### src/rtl/wpr_pkg.sv
package wpr_pkg;

   typedef enum logic [2:0] {
      ST_IDLE,
      ST_SIG,
      ST_CFG,
      ST_ID,
      ST_CONV,
      ST_RUN,
      ST_TERM,
      ST_HALT
   } wpr_state_e;

   localparam logic [7:0] HDR_SIGSTR = 8'h01;
   localparam logic [7:0] HDR_EPT    = 8'h02;
   localparam logic [7:0] HDR_CTLERR = 8'h03;
   localparam logic [7:0] HDR_CONFIG = 8'h51;
   localparam logic [7:0] HDR_IDENT  = 8'h71;

   localparam logic [7:0] RSN_ADAPTER  = 8'h00;
   localparam logic [7:0] RSN_DONE     = 8'h01;
   localparam logic [7:0] RSN_FAULT    = 8'h02;
   localparam logic [7:0] RSN_OVERTEMP = 8'h03;
   localparam logic [7:0] RSN_NORESP   = 8'h08;

   typedef struct packed {
      logic       adapter;
      logic [1:0] en;
      logic       ts_hot;
      logic       ts_cold;
      logic       ctrl_high;
      logic       ctrl_gnd;
      logic       die_hot;
      logic       ilim_low;
   } wpr_cond_t;

endpackage

### src/rtl/wpr_cond_stage.sv
module wpr_cond_stage
   import wpr_pkg::*;
#(
   parameter int unsigned BAND_W    = 2,
   parameter bit          REG_FLAGS = 1'b0
) (
   input  logic              clk,
   input  logic              rst_n,
   input  wpr_cond_t         cond_i,
   input  logic              ok_i,
   input  logic [BAND_W-1:0] band_i,
   output wpr_cond_t         cond_o,
   output logic              ok_o,
   output logic [BAND_W-1:0] band_o
);

   if (BAND_W < 1) begin : g_bad_band
      $error("BAND_W must be at least 1");
   end

   if (REG_FLAGS) begin : g_reg
      wpr_cond_t         cond_q;
      logic              ok_q;
      logic [BAND_W-1:0] band_q;
      always_ff @(posedge clk or negedge rst_n) begin
         if (!rst_n) begin
            cond_q <= '0;
            ok_q   <= 1'b0;
            band_q <= '0;
         end else begin
            cond_q <= cond_i;
            ok_q   <= ok_i;
            band_q <= band_i;
         end
      end
      assign cond_o = cond_q;
      assign ok_o   = ok_q;
      assign band_o = band_q;
   end else begin : g_pass
      assign cond_o = cond_i;
      assign ok_o   = ok_i;
      assign band_o = band_i;
   end

endmodule

### src/rtl/wpr_fault_arb.sv
module wpr_fault_arb
   import wpr_pkg::*;
(
   input  wpr_cond_t   cond,
   output logic        silent,
   output logic        sd_any,
   output logic [7:0]  reason,
   output logic        adapter_sw
);

   assign silent     = (cond.en == 2'b10);
   assign adapter_sw = silent | ((cond.en == 2'b00) & cond.adapter);

   always_comb begin
      sd_any = 1'b1;
      reason = RSN_ADAPTER;
      if (cond.die_hot || cond.ilim_low) begin
         reason = RSN_FAULT;
      end else if (cond.ts_hot || cond.ts_cold || cond.ctrl_gnd) begin
         reason = RSN_OVERTEMP;
      end else if (cond.ctrl_high || (cond.en == 2'b11)) begin
         reason = RSN_DONE;
      end else if ((cond.en == 2'b00) && cond.adapter) begin
         reason = RSN_ADAPTER;
      end else begin
         sd_any = 1'b0;
      end
   end

endmodule

### src/rtl/wpr_timers.sv
module wpr_timers #(
   parameter int unsigned FAST_CYC   = 30,
   parameter int unsigned SLOW_CYC   = 250,
   parameter int unsigned NOCONV_CYC = 90
) (
   input  logic clk,
   input  logic rst_n,
   input  logic active,
   input  logic on_tgt,
   input  logic ce_sent,
   output logic ce_due,
   output logic no_conv
);

   localparam int unsigned CAD_W  = (SLOW_CYC > 1) ? $clog2(SLOW_CYC) : 1;
   localparam int unsigned CONV_W = $clog2(NOCONV_CYC + 1);
   localparam logic [CAD_W-1:0]  CAD_MAX  = CAD_W'(SLOW_CYC - 1);
   localparam logic [CAD_W-1:0]  FAST_LIM = CAD_W'(FAST_CYC - 1);
   localparam logic [CONV_W-1:0] CONV_MAX = CONV_W'(NOCONV_CYC);

   if (FAST_CYC < 1) begin : g_bad_fast
      $error("FAST_CYC must be at least 1");
   end
   if (SLOW_CYC <= FAST_CYC) begin : g_bad_slow
      $error("SLOW_CYC must exceed FAST_CYC");
   end
   if (NOCONV_CYC < 1) begin : g_bad_conv
      $error("NOCONV_CYC must be at least 1");
   end

   logic [CAD_W-1:0]  cad_q;
   logic [CONV_W-1:0] conv_q;

   always_ff @(posedge clk or negedge rst_n) begin
      if (!rst_n) begin
         cad_q <= '0;
      end else if (!active || ce_sent) begin
         cad_q <= '0;
      end else if (cad_q < CAD_MAX) begin
         cad_q <= cad_q + 1'b1;
      end
   end

   always_ff @(posedge clk or negedge rst_n) begin
      if (!rst_n) begin
         conv_q <= '0;
      end else if (!active || on_tgt) begin
         conv_q <= '0;
      end else if (conv_q < CONV_MAX) begin
         conv_q <= conv_q + 1'b1;
      end
   end

   assign ce_due  = on_tgt ? (cad_q >= CAD_MAX) : (cad_q >= FAST_LIM);
   assign no_conv = (conv_q == CONV_MAX);


   noconv_gap_chk: assert property (@(posedge clk) disable iff (!rst_n)
      no_conv |-> !$past(on_tgt));

endmodule

### src/rtl/wpr_seq.sv
module wpr_seq
   import wpr_pkg::*;
#(
   parameter logic [7:0] SIG_STRENGTH = 8'h80,
   parameter logic [7:0] CFG_BYTE     = 8'h05,
   parameter logic [7:0] ID_BYTE      = 8'h10
) (
   input  logic       clk,
   input  logic       rst_n,
   input  logic       link_up,
   input  logic       silent,
   input  logic       sd_any,
   input  logic [7:0] reason,
   input  logic       on_tgt,
   input  logic       ce_due,
   input  logic       no_conv,
   input  logic [7:0] err,
   input  logic       pkt_ready,
   output logic       pkt_valid,
   output logic [7:0] pkt_hdr,
   output logic [7:0] pkt_data,
   output logic       active,
   output logic       ce_sent,
   output logic       out_en
);

   wpr_state_e st_q, st_n;
   logic       vld_q, vld_n;
   logic [7:0] hdr_q, hdr_n, dat_q, dat_n;
   logic       free;

   assign free = !vld_q || pkt_ready;

   always_comb begin
      st_n    = st_q;
      vld_n   = vld_q && !pkt_ready;
      hdr_n   = hdr_q;
      dat_n   = dat_q;
      ce_sent = 1'b0;
      if (!link_up) begin
         st_n  = ST_IDLE;
         vld_n = 1'b0;
      end else begin
         case (st_q)
            ST_IDLE, ST_SIG, ST_CFG, ST_ID: begin
               if (free) begin
                  if (silent) begin
                     st_n = ST_HALT;
                  end else if (sd_any) begin
                     st_n  = ST_TERM;
                     vld_n = 1'b1;
                     hdr_n = HDR_EPT;
                     dat_n = reason;
                  end else begin
                     case (st_q)
                        ST_IDLE: begin
                           st_n  = ST_SIG;
                           vld_n = 1'b1;
                           hdr_n = HDR_SIGSTR;
                           dat_n = SIG_STRENGTH;
                        end
                        ST_SIG: begin
                           st_n  = ST_CFG;
                           vld_n = 1'b1;
                           hdr_n = HDR_CONFIG;
                           dat_n = CFG_BYTE;
                        end
                        ST_CFG: begin
                           st_n  = ST_ID;
                           vld_n = 1'b1;
                           hdr_n = HDR_IDENT;
                           dat_n = ID_BYTE;
                        end
                        default: st_n = ST_CONV;
                     endcase
                  end
               end
            end
            ST_CONV, ST_RUN: begin
               if (silent) begin
                  st_n = ST_HALT;
               end else if (free && sd_any) begin
                  st_n  = ST_TERM;
                  vld_n = 1'b1;
                  hdr_n = HDR_EPT;
                  dat_n = reason;
               end else if (free && no_conv) begin
                  st_n  = ST_TERM;
                  vld_n = 1'b1;
                  hdr_n = HDR_EPT;
                  dat_n = RSN_NORESP;
               end else begin
                  if (free && ce_due) begin
                     ce_sent = 1'b1;
                     vld_n   = 1'b1;
                     hdr_n   = HDR_CTLERR;
                     dat_n   = err;
                  end
                  if ((st_q == ST_CONV) && on_tgt) begin
                     st_n = ST_RUN;
                  end
               end
            end
            ST_TERM: begin
               if (free) begin
                  st_n = ST_HALT;
               end
            end
            default: st_n = ST_HALT;
         endcase
      end
   end

   always_ff @(posedge clk or negedge rst_n) begin
      if (!rst_n) begin
         st_q  <= ST_IDLE;
         vld_q <= 1'b0;
         hdr_q <= '0;
         dat_q <= '0;
      end else begin
         st_q  <= st_n;
         vld_q <= vld_n;
         hdr_q <= hdr_n;
         dat_q <= dat_n;
      end
   end

   assign pkt_valid = vld_q;
   assign pkt_hdr   = hdr_q;
   assign pkt_data  = dat_q;
   assign active    = (st_q == ST_CONV) || (st_q == ST_RUN);
   assign out_en    = (st_q == ST_RUN);


   offer_hold_chk: assert property (@(posedge clk) disable iff (!rst_n)
      (pkt_valid && !pkt_ready && link_up) |=>
         (pkt_valid && $stable(pkt_hdr) && $stable(pkt_data)));


   silent_quiet_chk: assert property (@(posedge clk) disable iff (!rst_n)
      (silent && !pkt_valid) |=> !pkt_valid);


   halt_quiet_chk: assert property (@(posedge clk) disable iff (!rst_n)
      ((st_q == ST_HALT) && !pkt_valid) |=> !pkt_valid);


   enable_after_target_chk: assert property (@(posedge clk) disable iff (!rst_n)
      $rose(out_en) |-> $past(on_tgt));

endmodule

### src/rtl/wpr_supervisor.sv
module wpr_supervisor
   import wpr_pkg::*;
#(
   parameter int unsigned FAST_CYC     = 30,
   parameter int unsigned SLOW_CYC     = 250,
   parameter int unsigned NOCONV_CYC   = 90,
   parameter int unsigned BAND_W       = 2,
   parameter bit          REG_FLAGS    = 1'b0,
   parameter logic [7:0]  SIG_STRENGTH = 8'h80,
   parameter logic [7:0]  CFG_BYTE     = 8'h05,
   parameter logic [7:0]  ID_BYTE      = 8'h10
) (
   input  logic              clk,
   input  logic              rst_n,
   input  logic              link_up,
   input  logic              adapter_det,
   input  logic              en_a,
   input  logic              en_b,
   input  logic              ts_hot,
   input  logic              ts_cold,
   input  logic              ctrl_high,
   input  logic              ctrl_gnd,
   input  logic              die_hot,
   input  logic              ilim_low,
   input  logic              vrect_ok,
   input  logic [BAND_W-1:0] load_band,
   input  logic [7:0]        vrect_err,
   input  logic              pkt_ready,
   output logic              pkt_valid,
   output logic [7:0]        pkt_hdr,
   output logic [7:0]        pkt_data,
   output logic [BAND_W-1:0] vrect_code,
   output logic              out_en,
   output logic              pwr_good,
   output logic              adapter_sw
);

   wpr_cond_t         cond_raw, cond_f;
   logic              ok_f;
   logic [BAND_W-1:0] band_f;
   logic              silent, sd_any, active, ce_sent, ce_due, no_conv;
   logic [7:0]        reason;

   assign cond_raw = '{adapter:   adapter_det,
                       en:        {en_a, en_b},
                       ts_hot:    ts_hot,
                       ts_cold:   ts_cold,
                       ctrl_high: ctrl_high,
                       ctrl_gnd:  ctrl_gnd,
                       die_hot:   die_hot,
                       ilim_low:  ilim_low};

   wpr_cond_stage #(.BAND_W(BAND_W), .REG_FLAGS(REG_FLAGS)) cond_i (
      .clk    (clk),
      .rst_n  (rst_n),
      .cond_i (cond_raw),
      .ok_i   (vrect_ok),
      .band_i (load_band),
      .cond_o (cond_f),
      .ok_o   (ok_f),
      .band_o (band_f)
   );

   wpr_fault_arb arb_i (
      .cond       (cond_f),
      .silent     (silent),
      .sd_any     (sd_any),
      .reason     (reason),
      .adapter_sw (adapter_sw)
   );

   wpr_timers #(.FAST_CYC(FAST_CYC), .SLOW_CYC(SLOW_CYC), .NOCONV_CYC(NOCONV_CYC)) tmr_i (
      .clk     (clk),
      .rst_n   (rst_n),
      .active  (active),
      .on_tgt  (ok_f),
      .ce_sent (ce_sent),
      .ce_due  (ce_due),
      .no_conv (no_conv)
   );

   wpr_seq #(.SIG_STRENGTH(SIG_STRENGTH), .CFG_BYTE(CFG_BYTE), .ID_BYTE(ID_BYTE)) seq_i (
      .clk       (clk),
      .rst_n     (rst_n),
      .link_up   (link_up),
      .silent    (silent),
      .sd_any    (sd_any),
      .reason    (reason),
      .on_tgt    (ok_f),
      .ce_due    (ce_due),
      .no_conv   (no_conv),
      .err       (vrect_err),
      .pkt_ready (pkt_ready),
      .pkt_valid (pkt_valid),
      .pkt_hdr   (pkt_hdr),
      .pkt_data  (pkt_data),
      .active    (active),
      .ce_sent   (ce_sent),
      .out_en    (out_en)
   );

   assign vrect_code = out_en ? band_f : '0;
   assign pwr_good   = out_en;


   idle_code_chk: assert property (@(posedge clk) disable iff (!rst_n)
      !out_en |-> (vrect_code == '0));

endmodule

### config.mk
export PLATFORM = sky130hd
export DESIGN_NAME = wpr_supervisor
export DESIGN_NICKNAME = d
export VERILOG_FILES = /design/src/rtl/wpr_pkg.sv /design/src/rtl/wpr_cond_stage.sv /design/src/rtl/wpr_fault_arb.sv /design/src/rtl/wpr_timers.sv /design/src/rtl/wpr_seq.sv /design/src/rtl/wpr_supervisor.sv
export SDC_FILE = /design/constraint.sdc
export NUM_CORES = 1
export LEC_CHECK = 0
export BUFFER_PORTS_ARGS = -buffer_cell sky130_fd_sc_hd__buf_2
export CAP_MARGIN = 40
export CORE_ASPECT_RATIO = 0.5
export CORE_MARGIN = 2
export CORE_UTILIZATION = 48
export CTS_CLUSTER_SIZE = 14
export DETAILED_ROUTE_END_ITERATION = 8
export GPL_ROUTABILITY_DRIVEN = 0
export PLACE_DENSITY = 0.76
export SETUP_SLACK_MARGIN = 0.2
export SLEW_MARGIN = 20
export SYNTH_ARGS = -nofsm -noshare
export SYNTH_HDL_FRONTEND = slang
export SYNTH_SLANG_ARGS = --single-unit
### constraint.sdc
create_clock -name clk -period 2.07 [get_ports clk]
set_clock_uncertainty 0.1 [all_clocks]
set_input_delay 0.3105 -clock clk [delete_from_list [all_inputs] [get_ports clk]]
set_output_delay 0.3105 -clock clk [all_outputs]
set_load 0.05 [all_outputs]
Word level (Yosys, flattened, before mapping) --
Cells that the tools add are included. W data, S select, Z words.
Storage, ports and cells: register bits 35, bits in latches 0, RAM bits 0, memory bits (read-only) 0, output and inout port bits 22, logic and storage cells 116, memories kept 0
Operators by class: $add $sub $neg 2, $mul 0, div/mod/pow operators 0, order comparisons 4, equality and inequality tests 17, shift operators 0, multiplexer cells 58, bitwise logic cells 2, reductions and logical operators 27
Operator list (count):
- $mux W8 | 18
- $pmux W8 S3 | 2
- $pmux W8 S2 | 2
- $mux W3 | 9
- $mux W1 | 21
- $pmux W3 S3 | 2
- $mux W7 | 2
- $eq A3 B3 Y1 const B | 3
- $add A8 B1 Y8 const B | 1
- $ge A8 B5 Y1 const B | 1
- $ge A8 B8 Y1 const B | 1
- $logic_or A1 B1 Y1 | 8
- $lt A8 B8 Y1 const B | 1
- $add A7 B1 Y7 const B | 1
- $eq A7 B7 Y1 const B | 1
- $lt A7 B7 Y1 const B | 1
- $reduce_and A7 Y1 | 1
- $eq A3 B2 Y1 const B | 2
- $logic_and A1 B1 Y1 | 6
- $ne A3 B2 Y1 const B | 2
- $ne A6 B3 Y1 const B | 1
- $reduce_bool A2 Y1 | 3
- $ne A5 B1 Y1 const B | 1
- $eq A2 B2 Y1 const B | 2
- other kinds (15) | 18

Depth between registers and ports, before layout --
Gate-level depths: netlist (run 1).
depth in word-level cells 13, gate-level depth with buffers 9

By module --
From an unflattened synthesis (run 1), not the netlist that was laid out.
Second synthesis, totals: cell total of the unflattened synthesis 254, area, all modules 2312.2 µm²
By module, submodules not included:
- wpr_seq | times used 1, cells each 114, area an instance 1119.8 µm²
- wpr_timers | times used 1, cells each 107, area an instance 972.2 µm²
- wpr_fault_arb | times used 1, cells each 18, area an instance 110.1 µm²
- wpr_cond_stage | times used 1, cells each 12, area an instance 90.1 µm²
- wpr_supervisor | times used 1, cells each 3, area an instance 20.0 µm²

Least setup slack after synthesis (run 1) --
No wires, ideal clock.
path kind flip-flop to flip-flop, start point reg tmr_i.cad_q[0], end point reg seq_i.hdr_q[4], in the netlist seq_i.pkt_hdr[4], library setup time 125 ps, data arrival time 1964 ps, required time 1845 ps, slack -119 ps, cell stages (with the launch flop) 9, cells stage by stage dfrtp_1 -> inv_1 -> ha_1 -> nor3b_1 -> nor4bb_1 -> o31ai_2 -> a21oi_4 -> buf_6 -> mux2_4
On the way: word-level cells in the longest chain between the ends 5, elaborated cells on any way between the ends 6, classes of those cells 2 x order compare; 1 x eq/ne; 1 x mux; 2 x reduce/logical
Ends and longest elaborated chain:
- start, declared | RTL line wpr_timers.sv:31 | logic [CAD_W-1:0] cad_q;
- start signal, assigned | RTL line wpr_timers.sv:40 | cad_q <= cad_q + 1'b1;
- $ge A8 B5 Y1 or $ge A8 B8 Y1 (tied branches) | RTL line wpr_timers.sv:54 | assign ce_due = on_tgt ? (cad_q >= CAD_MAX) : (cad_q >= FAST_LIM);
- $mux W1 * | RTL line wpr_timers.sv:54
- $logic_and A1 B1 Y1 * | RTL line wpr_seq.sv:93 | if (free && ce_due) begin
- $ne A4 B1 Y1 (no source line) *
- $reduce_and A7 Y1 (no source line) *
- end signal, assigned | RTL line wpr_seq.sv:123 | hdr_q <= hdr_n;
- end, declared | RTL line wpr_seq.sv:29 | logic [7:0] hdr_q, hdr_n, dat_q, dat_n;
Every way passes the cells marked *; elsewhere a longest branch is shown, timed or not. A chain may end at the register's enable or synchronous reset.

Final worst setup path (run 1) --
start point reg tmr_i.cad_q[1], end point reg seq_i.hdr_q[1], in the netlist seq_i.pkt_hdr[1]
Same word-level chain as after synthesis.

==> flow_summary_export.csv, run 1 <==
group,metric,value,unit
outcome,status,"finished with violations",
outcome,violations,"setup timing",
sta,hold_viol,0,
cts,clockBufferDepth,2,
sta,setup_ws,-0.0164,ns
floorplan,io-pin-count,46,
worst_setup_path,cp_data_required_time,2.15,ns
drt,ant_nets,0,
synth,yosysSeqAreaShare,0.413,
cts,clock-sinks,31,
worst_setup_path,worst_ep_arrival_time,2.16,ns
synth,ys.flop_type,"dfrtp_1",
worst_setup_path,crit_fanout,7,
floorplan,die_w,92.4,µm
placement,place_hpwl,3360,µm
power,p_switching,514,µW
final_layout,antenna_cells,0,
floorplan,rows,15,
floorplan,initial_core_util,0.524,
cts,h-tree-depth,2,
cts,cts_root_buf,"clkbuf_8",
sta,whs,0.131,ns
power,leakage,0.00124,µW
final_layout,fin_nets,309,
placement,port_buffers,42,
worst_setup_path,r2r-start,"tmr_i.cad_q[1]",
drt,wirelength,5160,µm
worst_setup_path,path_class,"reg -> reg",
grt,grt_max_degree,32,
final_layout,drive_above_1_share,0.452,
min_path,hold_path.class,"in -> reg",
synth,async_flop_share,1.00,
drt,viasPerCell,5.66,
grt,grt_use_total,0.238,
placement,place_inst,316,
power,pwr-share-comb,0.260,
power,seq_power_share,0.432,
placement,post-place-ws,-0.106,ns
drt,drtIter0Drc,171,
sta,max_freq,0.479,GHz
power,p_per_area,573,mW/mm²
power,ir_drop,0.293,mV
power,power_frac_clock,0.308,
sta,setup_viol,4,
synth,avgSynthCellArea,9.48,µm²
power,finalPower,1530,µW
synth,synth_cells,198,
cts,cts_tree,"done",
sta,period_needed,2.09,ns
final_layout,final_cells,332,
sta,fin_crit_sh,1.01,
final_layout,syn2layout_area_growth,42.7,%
synth,netlist_area,0.00188,mm²
worst_setup_path,worst_setup_path_start_kind,"register",
sta,rsz0062_at_grt,"true",
grt,antenna_found_initial,0,
sta,setup_tns,-0.0555,ns
sta,maxSlewHeadroom,0.533,
power,internal_power,1020,µW
floorplan,die_area,0.00446,mm²
grt,grt_overflow,0,
sta,worstMarginPinSlew,0.700,ns
synth,yosysWarningCount,0,
worst_setup_path,cp-startpoint,"tmr_i.cad_q[1]",
cts,path_clk_slew,0.07,ns
cts,cts_buffers,5,
cts,worstSkewPairLatency,0.29,ns
drt,routedWlPerCell,15.6,µm
drt,via_count,1878,
synth,ys_seq_elements,31,
synth,ys_types,48,
sta,slew_violations,0,
worst_setup_path,cp-end-kind,"register",
synth,synth-edff-count,0,
run,drv_cap,0,
grt,grt_pass1_vias,1672,
floorplan,die_h,48.2,µm
drt,first_pass_iters,4,
floorplan,core-area,0.00358,mm²
drt,route.detailed.drc,0,
grt,grt_pass1_wl,7940,µm
min_path,min_from,"vrect_err[6]",
power,p_sw_frac,0.335,
## metal layers
layer  up-vias  track usage  part of all wire
met5         -            0                 0
met4         0        0.101             0.022
met3        16       0.0495             0.063
met2        78        0.426              0.50
met1       912        0.297              0.42
li1        872            -                 -
## final timing paths
check | to | slack [ns] | depth (start not counted)
worst min register to register | seq_i.pkt_data[5] | 0.42 | 2
worst min-delay path | seq_i.pkt_data[6] | 0.13 | 2
max in group asynchronous | seq_i.st_q[2] | 0.88 | 2
worst max-delay path | seq_i.pkt_hdr[1] | -0.02 | 8
min in group asynchronous | tmr_i.conv_q[0] | 0.50 | 2
worst max register to register | seq_i.pkt_hdr[1] | -0.02 | 8
## metrics by stage
step,cell area (µm²),util
after floorplan,1930,-
after global placement,2370,0.662
after detailed placement,2370,0.662
after CTS,2580,0.721
after global routing,2680,0.747
final,2680,0.747
## state kept, by name (all words and copies together) (netlist names)
signal and count:
seq_i.pkt_data 8, tmr_i.cad_q 8, tmr_i.conv_q 7, seq_i.pkt_hdr 4, seq_i.st_q 3, seq_i.pkt_valid 1
## cell usage in the layout, fill, tap and decap left out, types with 4 or more instances in the layout
cell       synthesis  layout
a21oi_1            7       7
o21ai_0           10      10
nand4_1            5       5
nor2b_1            5       4
nor3_1             6       6
nor2_1            26      20
dfrtp_1           31      30
nand2_1            8       8
xor2_1             6       6
and3_1             7       7
a2bb2oi_1          5       5
clkbuf_8           0       5
buf_4              5      40
nor2_2             0       5
mux2_4             2       4
buf_6              3       6
buf_2              0      38
xnor2_1            6       6
nand2b_1           5       5
inv_1              7       5
## worst max-delay path: stages, from the launching register on
cell and delay (ns):
dfrtp_1 0.36, inv_2 0.08, ha_4 0.17, nor3b_4 0.14, nor4bb_2 0.26, buf_4 0.16, o31ai_4 0.08, a21oi_4 0.29
mux2_4 0.33
## power by group through the flow
stage	sequential [µW]	clock, µW	combinational, µW
floorplan	747	0	157
global placement	671	0	344
detailed placement	672	0	349
CTS	661	478	376
global route	667	497	425
finish	663	473	399
## cell usage after synthesis, drive strengths merged (6+ instances only)
master  count  area (µm²)
xor2        6        52.6
buf         8        71.3
inv         7        26.3
nor2       26        97.6
nand2       8        30.0
and3        7        43.8
dfrtp      31         776
xnor2       6        52.6
a21oi       8        51.3
nor3        6        30.0
o21ai      12        60.1
## area by class of cell
| class | instances | area (µm²) |
|---|---|---|
| sequential | 31 | 777 |
| tap | 51 | 63.8 |
| timing repair buffer | 85 | 568 |
| clock inverter | 3 | 15.0 |
| multi-input combinational | 150 | 1160 |
| fill | 230 | 906 |
| clock buffer | 5 | 68.8 |
| inverter | 7 | 26.3 |
## repair_timing
action,in CTS,in global routing
pin swaps,10,7
endpoints found under the hold margin,31,0
endpoints found under the setup margin,27,28
gates resized for setup,18,19
setup buffers,5,2
hold buffers,1,0
## logic make-up (layout without fill, tap and decap cells)
logic type,Yosys count,count (layout),share of synthesized area
XOR/XNOR,12,12,0.0560
buffers and inverters,19,100,0.0600
other,1,3,0.00200
AO/OA/AOI/OAI,48,48,0.184
flip-flops,31,31,0.413
AND/OR/NAND/NOR,78,78,0.223
adder cells (fa/ha/maj),5,5,0.0333
multiplexers,4,4,0.0280
No activity file was read; power rests on OpenSTA's default activity.
==> inputs of run 2 (changes only) <==
RECOVER_POWER = 100   (was default)
==> run 2 against run 1 <==
Net effect: critical path depth unchanged; combinational power decreased by 1%; critical path type unchanged; worst setup slack got worse by 0.0052 ns; register-to-register slack about the same; sequential share of layout area increased by 0.29 points; worst hold slack improved by 0.00087 ns; count of clock-buffer cells in the layout unchanged; global-route usage unchanged; first-iteration DRC count increased by 4.1%; the flow still finishes with violations (setup timing); die area unchanged.
==> flow_summary_export.csv, run 2 (synthesis gave the netlist of run 1 again) <==
group,metric,value,unit
outcome,status,"finished with violations",
placement,port_buffers,42,
worst_setup_path,regToRegSetupSlack,-0.02,ns
drt,via_count,1899,
min_path,hold_path.class,"in -> reg",
outcome,violations,"setup timing",
worst_setup_path,cp_slowest_stage_delay,0.36,ns
final_layout,fin_nets,309,
worst_setup_path,cp_data_required_time,2.15,ns
sta,setup_viol,5,
drt,viasPerCell,5.72,
cts,cts_root_buf,"clkbuf_8",
sta,worstMarginPinSlew,0.775,ns
cts,path_clk_slew,0.07,ns
sta,setup_ws,-0.0216,ns
floorplan,die_area,0.00446,mm²
grt,grt_pass1_vias,1672,
sta,slew_violations,0,
sta,setup_tns,-0.0740,ns
drt,ant_nets,0,
floorplan,rows,15,
sta,fin_crit_sh,1.01,
sta,rsz0062_at_grt,"true",
final_layout,final_cells,332,
grt,grt_max_degree,32,
run,drv_cap,0,
worst_setup_path,worst_ep_arrival_time,2.17,ns
cts,clockBufferDepth,2,
cts,cts_tree,"done",
worst_setup_path,cp-end-kind,"register",
drt,routedWlPerCell,15.7,µm
power,leakage,0.00119,µW
sta,period_needed,2.09,ns
drt,drtIter0Drc,178,
placement,place_inst,316,
cts,cts_buffers,5,
worst_setup_path,worst_setup_path_start_kind,"register",
final_layout,drive_above_1_share,0.391,
sta,whs,0.132,ns
grt,antenna_found_initial,0,
power,p_per_area,576,mW/mm²
cts,worstSkewPairLatency,0.29,ns
final_layout,final_cell_mix,"38 x buf_4, 30 x dfrtp_1, 22 x buf_2",
power,ir_drop,0.292,mV
grt,grt_overflow,0,
sta,hold_viol,0,
worst_setup_path,crit_fanout,7,
cts,h-tree-depth,2,
drt,route.detailed.drc,0,
placement,place_area,0.00237,mm²
final_layout,final_common_cell,"buf_4",
worst_setup_path,path_class,"reg -> reg",
grt,grt_use_total,0.238,
floorplan,io-pin-count,46,
sta,max_freq,0.478,GHz
final_layout,syn2layout_area_growth,41.3,%
placement,place_hpwl,3360,µm
cts,clock-sinks,31,
grt,grt_pass1_wl,7940,µm
drt,first_pass_iters,4,
worst_setup_path,cpMaxStageDelayCell,"dfrtp_1",
floorplan,core-area,0.00358,mm²
floorplan,initial_core_util,0.524,
drt,wirelength,5210,µm
floorplan,die_w,92.4,µm
floorplan,die_h,48.2,µm
final_layout,antenna_cells,0,
final_layout,fin_area,0.00265,mm²
worst_setup_path,crit_chain,"inv_2, ha_4, nor3b_4, nor4bb_2, buf_4, o31ai_4, a21oi_4, mux2_4",
sta,maxSlewHeadroom,0.483,
## run 2: cell types whose count changed in the layout (fill, tap and decap cells not counted)
cell	previous run	this run
buf_4	40	38
clkbuf_2	0	1
clkbuf_1	0	17
o21ai_0	10	11
buf_2	38	22
o21ai_1	1	0
## run 2: power breakdown
group          internal [µW]  switching, µW
combinational            147            246
clock                    230            242
sequential               637           27.4
## run 2: layer usage
metal / up-vias / track usage / routed length, µm
li1: 874 / - / -
met1: 931 / 0.297 / 2220
met2: 75 / 0.426 / 2560
met3: 19 / 0.0495 / 331
met4: 0 / 0.101 / 104
met5: - / 0 / 0
## run 2: layout make-up
cell class / instances / area, µm²
clock buffers: 5 / 68.8
inverters: 7 / 26.3
well taps: 51 / 63.8
clock inverters: 3 / 15.0
repair buffers: 85 / 542
multi-input cells: 150 / 1160
flip-flops and latches: 31 / 777
fillers: 241 / 932
## run 2: worst paths after layout
| kind | start | to | cells past startpoint |
|---|---|---|---|
| min in group asynchronous | rst_n | tmr_i.conv_q[0] | 2 |
| hold / removal | vrect_err[6] | seq_i.pkt_data[6] | 2 |
| max in group asynchronous | rst_n | seq_i.st_q[2] | 2 |
| setup / recovery | tmr_i.cad_q[1] | seq_i.pkt_data[3] | 8 |
| setup reg to reg | tmr_i.cad_q[1] | seq_i.pkt_data[3] | 8 |
| hold reg to reg | seq_i.pkt_data[5] | seq_i.pkt_data[5] | 2 |
## run 2: repair_timing
item	in CTS	in global routing
hold buffers	1	0
resized for setup	18	19
setup endpoints to repair	27	28
pin swaps	10	7
buffers inserted	5	2
endpoints found under the hold margin	31	0
## run 2: worst max-delay path: cells and delay by family, from the launching register on
family,cells,cell delay (ns)
simple gates,2,0.40
compound gates,2,0.37
flops,1,0.36
mux,1,0.33
buf+inv,2,0.24
fa+ha+maj,1,0.17
## run 2: stage by stage
step | utilization | setup WS, ns | total power, µW
floorplan | - | -0.0955 | 904
global placement | 0.662 | -0.0748 | 1020
detailed placement | 0.662 | -0.106 | 1020
CTS | 0.721 | -0.0270 | 1510
global route | 0.740 | -0.126 | 1580
finish | 0.740 | -0.0216 | 1530
